`src/rtl/swz_pkg.sv`:
```
`timescale 1ns/1ps
package swz_pkg;
    localparam int TILE_ROWS  = 128;
    localparam int TILE_COLS  = 4;
    localparam int GRP_ROWS   = 32;
    localparam int TILE_BYTES = TILE_ROWS * TILE_COLS;
    localparam int ROW_PITCH  = TILE_COLS * (TILE_ROWS / GRP_ROWS);
    localparam int TR_SH      = $clog2(TILE_ROWS);
    localparam int TC_SH      = $clog2(TILE_COLS);
    localparam int GR_SH      = $clog2(GRP_ROWS);

    typedef enum logic [1:0] {
        S_IDLE,
        S_STREAM,
        S_FILL,
        S_DONE
    } wr_state_t;
endpackage

```
`src/rtl/swz_geom.sv`:
```
`timescale 1ns/1ps
module swz_geom
    import swz_pkg::*;
#(
    parameter int ROW_W  = 16,
    parameter int COL_W  = 12,
    parameter int ADDR_W = 32
) (
    input  logic [ROW_W-1:0]  rows_m,
    input  logic [COL_W-1:0]  cols_c,
    output logic [ROW_W:0]    pad_rows,
    output logic [COL_W:0]    pad_cols,
    output logic [COL_W:0]    col_blocks,
    output logic [ADDR_W-1:0] total
);
    logic [ROW_W:0] rsum;
    logic [ROW_W:0] rblk;
    logic [COL_W:0] csum;

    always_comb begin
        rsum       = {1'b0, rows_m} + (ROW_W+1)'(TILE_ROWS - 1);
        rblk       = rsum >> TR_SH;
        pad_rows   = rblk << TR_SH;
        csum       = {1'b0, cols_c} + (COL_W+1)'(TILE_COLS - 1);
        col_blocks = csum >> TC_SH;
        pad_cols   = col_blocks << TC_SH;
        total      = ADDR_W'(rblk) * ADDR_W'(col_blocks) * ADDR_W'(TILE_BYTES);
    end
endmodule

```
`src/rtl/swz_tile_addr.sv`:
```
`timescale 1ns/1ps
module swz_tile_addr
    import swz_pkg::*;
#(
    parameter int RW     = 17,
    parameter int CW     = 13,
    parameter int ADDR_W = 32
) (
    input  logic [RW-1:0]     row,
    input  logic [CW-1:0]     col,
    input  logic [CW-1:0]     col_blocks,
    output logic [ADDR_W-1:0] addr
);
    logic [ADDR_W-1:0] tile_idx;
    logic [ADDR_W-1:0] sub_row;
    logic [ADDR_W-1:0] group;
    logic [ADDR_W-1:0] lane;

    always_comb begin
        tile_idx = ADDR_W'(row >> TR_SH) * ADDR_W'(col_blocks) + ADDR_W'(col >> TC_SH);
        sub_row  = ADDR_W'(row[GR_SH-1:0]);
        group    = ADDR_W'(row[TR_SH-1:GR_SH]);
        lane     = ADDR_W'(col[TC_SH-1:0]);
        addr     = tile_idx * ADDR_W'(TILE_BYTES) + sub_row * ADDR_W'(ROW_PITCH)
                 + group * ADDR_W'(TILE_COLS) + lane;
    end
endmodule

```
`src/rtl/swz_pad_cursor.sv`:
```
`timescale 1ns/1ps
module swz_pad_cursor #(
    parameter int ROW_W = 16,
    parameter int COL_W = 12
) (
    input  logic             clk,
    input  logic             rst_n,
    input  logic             load,
    input  logic             advance,
    input  logic [ROW_W-1:0] rows_m,
    input  logic [COL_W-1:0] cols_c,
    input  logic [ROW_W:0]   pad_rows,
    input  logic [COL_W:0]   pad_cols,
    output logic [ROW_W:0]   cur_r,
    output logic [COL_W:0]   cur_c,
    output logic             emit,
    output logic             row_end,
    output logic             last_row
);
    logic [ROW_W:0] r_next;

    always_comb begin
        r_next   = cur_r + 1'b1;
        emit     = cur_c < pad_cols;
        row_end  = !emit || (cur_c == pad_cols - 1'b1);
        last_row = cur_r == pad_rows - 1'b1;
    end

    always_ff @(posedge clk) begin
        if (!rst_n) begin
            cur_r <= '0;
            cur_c <= '0;
        end else if (load) begin
            cur_r <= '0;
            cur_c <= {1'b0, cols_c};
        end else if (advance) begin
            if (row_end) begin
                cur_r <= r_next;
                cur_c <= (r_next < {1'b0, rows_m}) ? {1'b0, cols_c} : '0;
            end else begin
                cur_c <= cur_c + 1'b1;
            end
        end
    end
endmodule

```
`src/rtl/swz_scale_writer.sv`:
```
`timescale 1ns/1ps
module swz_scale_writer
    import swz_pkg::*;
#(
    parameter int ROW_W  = 16,
    parameter int COL_W  = 12,
    parameter int ADDR_W = 32
) (
    input  logic              clk,
    input  logic              rst_n,
    input  logic              start,
    input  logic [ROW_W-1:0]  cfg_rows,
    input  logic [COL_W-1:0]  cfg_cols,
    output logic [ADDR_W-1:0] total_bytes,
    input  logic              in_valid,
    output logic              in_ready,
    input  logic [ROW_W-1:0]  in_row,
    input  logic [COL_W-1:0]  in_col,
    input  logic [7:0]        in_data,
    output logic              wr_valid,
    input  logic              wr_ready,
    output logic [ADDR_W-1:0] wr_addr,
    output logic [7:0]        wr_data,
    output logic              done
);
    wr_state_t        state_q, state_d;
    logic [ROW_W-1:0] m_q;
    logic [COL_W-1:0] c_q;
    logic [ROW_W:0]   pad_rows;
    logic [COL_W:0]   pad_cols;
    logic [COL_W:0]   col_blocks;
    logic [ROW_W:0]   cur_r;
    logic [COL_W:0]   cur_c;
    logic             emit, row_end, last_row;
    logic             last_real, fill_adv, finishing;
    logic [ROW_W:0]   map_row;
    logic [COL_W:0]   map_col;

    swz_geom #(.ROW_W(ROW_W), .COL_W(COL_W), .ADDR_W(ADDR_W)) u_geom (
        .rows_m(m_q), .cols_c(c_q), .pad_rows(pad_rows), .pad_cols(pad_cols),
        .col_blocks(col_blocks), .total(total_bytes)
    );

    swz_pad_cursor #(.ROW_W(ROW_W), .COL_W(COL_W)) u_cursor (
        .clk(clk), .rst_n(rst_n), .load(last_real), .advance(fill_adv),
        .rows_m(m_q), .cols_c(c_q), .pad_rows(pad_rows), .pad_cols(pad_cols),
        .cur_r(cur_r), .cur_c(cur_c), .emit(emit), .row_end(row_end),
        .last_row(last_row)
    );

    swz_tile_addr #(.RW(ROW_W+1), .CW(COL_W+1), .ADDR_W(ADDR_W)) u_map (
        .row(map_row), .col(map_col), .col_blocks(col_blocks), .addr(wr_addr)
    );

    // Configuration is captured only on the IDLE->STREAM step.
    always_ff @(posedge clk) begin
        if (!rst_n) begin
            m_q <= '0;
            c_q <= '0;
        end else if (state_q == S_IDLE && start) begin
            m_q <= cfg_rows;
            c_q <= cfg_cols;
        end
    end

    // State register.
    always_ff @(posedge clk) begin
        if (!rst_n) state_q <= S_IDLE;
        else        state_q <= state_d;
    end

    // Next state and outputs.
    always_comb begin
        state_d   = state_q;
        in_ready  = 1'b0;
        wr_valid  = 1'b0;
        wr_data   = 8'h00;
        done      = 1'b0;
        fill_adv  = 1'b0;
        map_row   = cur_r;
        map_col   = cur_c;
        last_real = 1'b0;
        finishing = 1'b0;
        unique case (state_q)
            S_IDLE: begin
                if (start) state_d = S_STREAM;
            end
            S_STREAM: begin
                in_ready  = wr_ready;
                wr_valid  = in_valid;
                wr_data   = in_data;
                map_row   = {1'b0, in_row};
                map_col   = {1'b0, in_col};
                last_real = in_valid && wr_ready
                          && in_row == ROW_W'(m_q - 1'b1)
                          && in_col == COL_W'(c_q - 1'b1);
                if (last_real) state_d = S_FILL;
            end
            S_FILL: begin
                wr_valid  = emit;
                fill_adv  = emit ? wr_ready : 1'b1;
                finishing = fill_adv && row_end && last_row;
                if (finishing) state_d = S_DONE;
            end
            S_DONE: begin
                done    = 1'b1;
                state_d = S_IDLE;
            end
            default: state_d = S_IDLE;
        endcase
    end

    assert_addr_in_range_R1: assert property (@(posedge clk) disable iff (!rst_n)
        wr_valid |-> wr_addr < total_bytes);

    assert_pad_zero_R5: assert property (@(posedge clk) disable iff (!rst_n)
        (wr_valid && !in_valid) |-> wr_data == 8'h00);

    assert_col_bound_R5: assert property (@(posedge clk) disable iff (!rst_n)
        state_q == S_FILL |-> cur_c <= pad_cols);

    assert_fill_hold_R7: assert property (@(posedge clk) disable iff (!rst_n)
        (state_q == S_FILL && wr_valid && !wr_ready) |=> (wr_valid && $stable(wr_addr)));

    assert_done_single_R6: assert property (@(posedge clk) disable iff (!rst_n)
        done |=> !done);

    assert_idle_closed_R4: assert property (@(posedge clk) disable iff (!rst_n)
        (done || $past(done)) |-> !in_ready);
endmodule

```
`config.mk`:
```
export PLATFORM = sky130hd
export DESIGN_NAME = swz_scale_writer
export DESIGN_NICKNAME = d
export VERILOG_FILES = /design/src/rtl/swz_pkg.sv /design/src/rtl/swz_geom.sv /design/src/rtl/swz_tile_addr.sv /design/src/rtl/swz_pad_cursor.sv /design/src/rtl/swz_scale_writer.sv
export SDC_FILE = /design/constraint.sdc
export NUM_CORES = 1
export LEC_CHECK = 0
export BUFFER_PORTS_ARGS = -buffer_cell sky130_fd_sc_hd__buf_4
export CORE_AREA = 2 2 186 188
export CTS_CLUSTER_DIAMETER = 120
export CTS_CLUSTER_SIZE = 10
export DETAILED_ROUTE_END_ITERATION = 6
export DIE_AREA = 0 0 188 190
export PLACE_DENSITY = 0.68
export SLEW_MARGIN = 20
export SYNTH_ARGS = -nofsm -noshare
export SYNTH_HDL_FRONTEND = slang
export SYNTH_HIERARCHICAL = 1
export SYNTH_SLANG_ARGS = --single-unit
export TNS_END_PERCENT = 20
```
`constraint.sdc`:
```
create_clock -name clk -period 5.32 [get_ports clk]
set_input_delay 0 -clock clk [delete_from_list [all_inputs] [get_ports clk]]
set_output_delay 0 -clock clk [all_outputs]
set_load 0.01 [all_outputs]
```
==> results.md <==
- Synth Cell Area: 15100 µm²
- H-tree Lvls: 3
- CP required: 5320 ps
- Hold Path Stages: 3
- Clock sink count: 60
- Total number of vias: 14324
- Fin cells: 2681
- Syn_area_per_cell: 8.01 µm²
- Initial Utilization: 44.4%
- Slowest-stage cell, CP: fa_1
- Clock skew: 8.70 ps
- Synth Flop Type: dfxtp_1
- Fin nets: 2615
- Hold-critical path endpoint: m_q[11]
- GRT Total Usage: 24.7%
- Remaining Overflow, GRT: 0
- CTS tree: yes
- Crit Path Category: register to output port
- Final WS setup: -790 ps
- Routed vias/inst: 5.34
- IO Pins: 144
- Clock transition at path regs: 50 ps
- Worst Setup SP: c_q[1]
- CP endpoint kind: output port
- DR WL/cell: 16.4 µm
- Logic gate share of total power: 76.5%
- Most frequent cells in the layout: buf_4 (377), inv_1 (252), nand2_1 (235), fa_1 (163), ha_1 (135)
- Initial DRC Count: 1053
- Drt drc: 0
- Post-synthesis cell type count: 102
- Number of enable flip-flop cells after synthesis: 0
- Fmax: 164 MHz
- Leakage: 9.57 nW
- Worst reg2reg setup slack: 660 ps
- Commonest non-fill, non-tap cell in the layout: buf_4
- Chip Height: 190 µm
- Die Width: 188 µm
- Clock buffer depth: 2
- Clock root cell: clkbuf_16
- Power per cell area: 247 nW/µm²
- Hpwl dp: 36.0 mm
- DRT Pass-1 Iters: 5
- Async S/R FF share, synth: 0%
- Hold_sp: cfg_rows[11]
- Placed Area: 18000 µm²
- Setup TNS: -15570 ps
- Worst-margin pin slew: 1030 ps
- Sequential power share: 11.6%
- Crit path cell chain: o21a_1, and4_4, buf_6, nand2_2, xor2_2, inv_2, buf_4, and2_1, fa_1, inv_1, fa_1, inv_1, fa_1, fa_1, inv_2, fa_1, inv_2, ha_4, and3_1, o2111a_2, a22oi_2, or3b_1, a211oi_2, buf_4
- Net Sw Power: 2.22 mW
- Routability congestion estimate: 0.935
- Final Cycle Share: 115%
- Die Area: 35700 µm²
- Share of power burned in the clock network: 12.0%
- First-pass GRT wire length: 72.5 mm
- Int Pwr: 2.56 mW
- HP Class: input pin to register
- Max_slew headroom: 31.1%
- Final worst path period need: 6110 ps
- Post-Route WL: 43.9 mm
- Initial antenna violation count: 0
- Top post-synthesis cells by area: fa_1 (22%), ha_1 (13%), dfxtp_1 (8.0%), inv_1 (6.7%), nand2_1 (6.1%)
- Max stage delay on crit path: 550 ps
- Seq cells post-synth: 60
- CP Data Arrival Time: 6110 ps
- Post-Synthesis Cells: 1881
- Post-DRT Antenna Nets: 0
- TritonCTS Buffers: 9
- Design Area, Final: 19400 µm²
- Switching part of the total: 46.4%
- Max IR drop VDD: 0.000239 V
- Core area: 33900 µm²
- Max Cap Viol: 0
- Vias in the first global route: 14588
- Top delay family on crit path: adder cells
- Final Util: 57.1%
- R2R Path Start: c_q[1]
- Area grow syn2layout: 28.7%
- CP Buf/Inv Count: 8
- Share of the synthesized area in the top cell type: 22.2%
- FP Rows: 68
- I/O Buffers: 132
- Area leader, netlist: fa_1
- Seq/Total Area, Yosys: 7.98%
- Antenna cells: 0
- Finish-stage setup viols: 29
- Startpoint types: register
- Crit-path most repeated cell: fa_1
- Worst-Skew Late Latency: 330 ps
- Reg2reg end: state_q[1]
- Largest net degree at the start of global routing: 46
- Inst Count DP: 2616
- Endpoints failing hold: 0
- Ys Warns: 6
- RSZ-0062 raised after global routing: true
- Pins Over Slew Limit: 0
- Outcome: complete, but fails checks
- Fraction of layout instances using a drive strength above 1: 26.5%
- CP max FO: 5
- Violations in the final reports: setup timing
- R2r worst-path depth: 20
- Hold_ws: 8.45 ps
[metal layers]
| layer | part of all wire, % | up-vias | routed length, µm | track usage (%) |
|---|---|---|---|---|
| li1 | - | 6805 | - | - |
| met1 | 44 | 6889 | 19200 | 33.7 |
| met2 | 47 | 541 | 20500 | 41.2 |
| met3 | 6.4 | 89 | 2800 | 2.73 |
| met4 | 3.0 | 0 | 1340 | 7.75 |
| met5 | 0 | - | 0 | 0 |
[registers in the layout, indices dropped and copies added (netlist names)]
name / flops
c_q: 12
m_q: 16
state_q: 2
u_cursor/cur_c: 13
u_cursor/cur_r: 17
[layout make-up]
class                           count  area, µm²
Clock buffer                       10        229
Clock inverter                      6       55.1
Fill cell                        3037      14600
Inverter                          272       1030
Multi-Input combinational cell   1458      12900
Sequential cell                    60       1220
Tap cell                          455        569
Timing Repair Buffer              420       3320
[Yosys cell counts (16+ instances only)]
cell and n:
dfxtp_1 60, clkbuf_1 55, nand4_1 20, nand2_1 244, ha_1 158, xor2_1 65, nor3_1 25, o21ai_0 46
and3_1 16, nor2_1 113, fa_1 167, buf_4 45, inv_1 268, and2_1 93, xnor2_1 80, a21oi_1 61
a21boi_0 30, nand3_1 45, mux2_2 28
[kinds of logic after synthesis]
| logic type | after synthesis | share of synthesized area, % |
|---|---|---|
| AOI/OAI and AO/OA | 283 | 13.4 |
| xor gates and xnor gates | 149 | 8.94 |
| adders and majority gates | 325 | 35.3 |
| buffers and inverters | 384 | 10.8 |
| DFF | 60 | 7.98 |
| muxes | 31 | 2.29 |
| other | 1 | 0.0249 |
| and+or+nand+nor | 648 | 21.2 |
[metrics by stage]
step                setup WS (ps)  total power [mW]
CTS                          -834              4.65
floorplan                    -307              2.59
global route                -1030              5.16
detailed placement           -659              3.91
finish                       -790              4.78
global placement             -534              3.86
[worst reg2reg max path, stage by stage (launching register included)]
cell	delay [ps]
dfxtp_4	330
o21a_1	200
buf_4	130
buf_4	130
xnor2_1	170
buf_4	170
inv_1	70
buf_4	150
buf_4	170
buf_4	170
or4_1	530
or4_1	520
a211o_1	310
o211a_2	130
a2111oi_4	240
nor2_1	140
inv_1	220
nand3_1	150
a222oi_1	320
buf_4	190
mux2i_1	170
[power groups by stage]
stage                     clock [mW]  sequential (mW)  combinational [mW]
after floorplan                    0            0.587                2.00
after global placement             0            0.556                3.30
after detailed placement           0            0.558                3.35
after CTS                      0.573            0.549                3.52
after global routing           0.589            0.558                4.02
final                          0.571            0.554                3.65
[worst max-delay path by stage]
stage / to / slack (ps) / depth (start not counted)
finish: wr_addr[26] / -790 / 24
floorplan: wr_addr[26] / -310 / 23
global route: wr_addr[24] / -1030 / 24
detailed placement: total_bytes[27] / -660 / 23
CTS: wr_addr[26] / -830 / 23
global placement: total_bytes[27] / -530 / 23
[what timing repair did]
action,in CTS,in global routing
hold buffers,23,0
gates resized for setup,54,81
setup buffers,19,8
hold endpoints to repair,23,0
endpoints found under the setup margin,29,31
pin swaps,37,56
No activity file was read; power rests on OpenSTA's default activity.
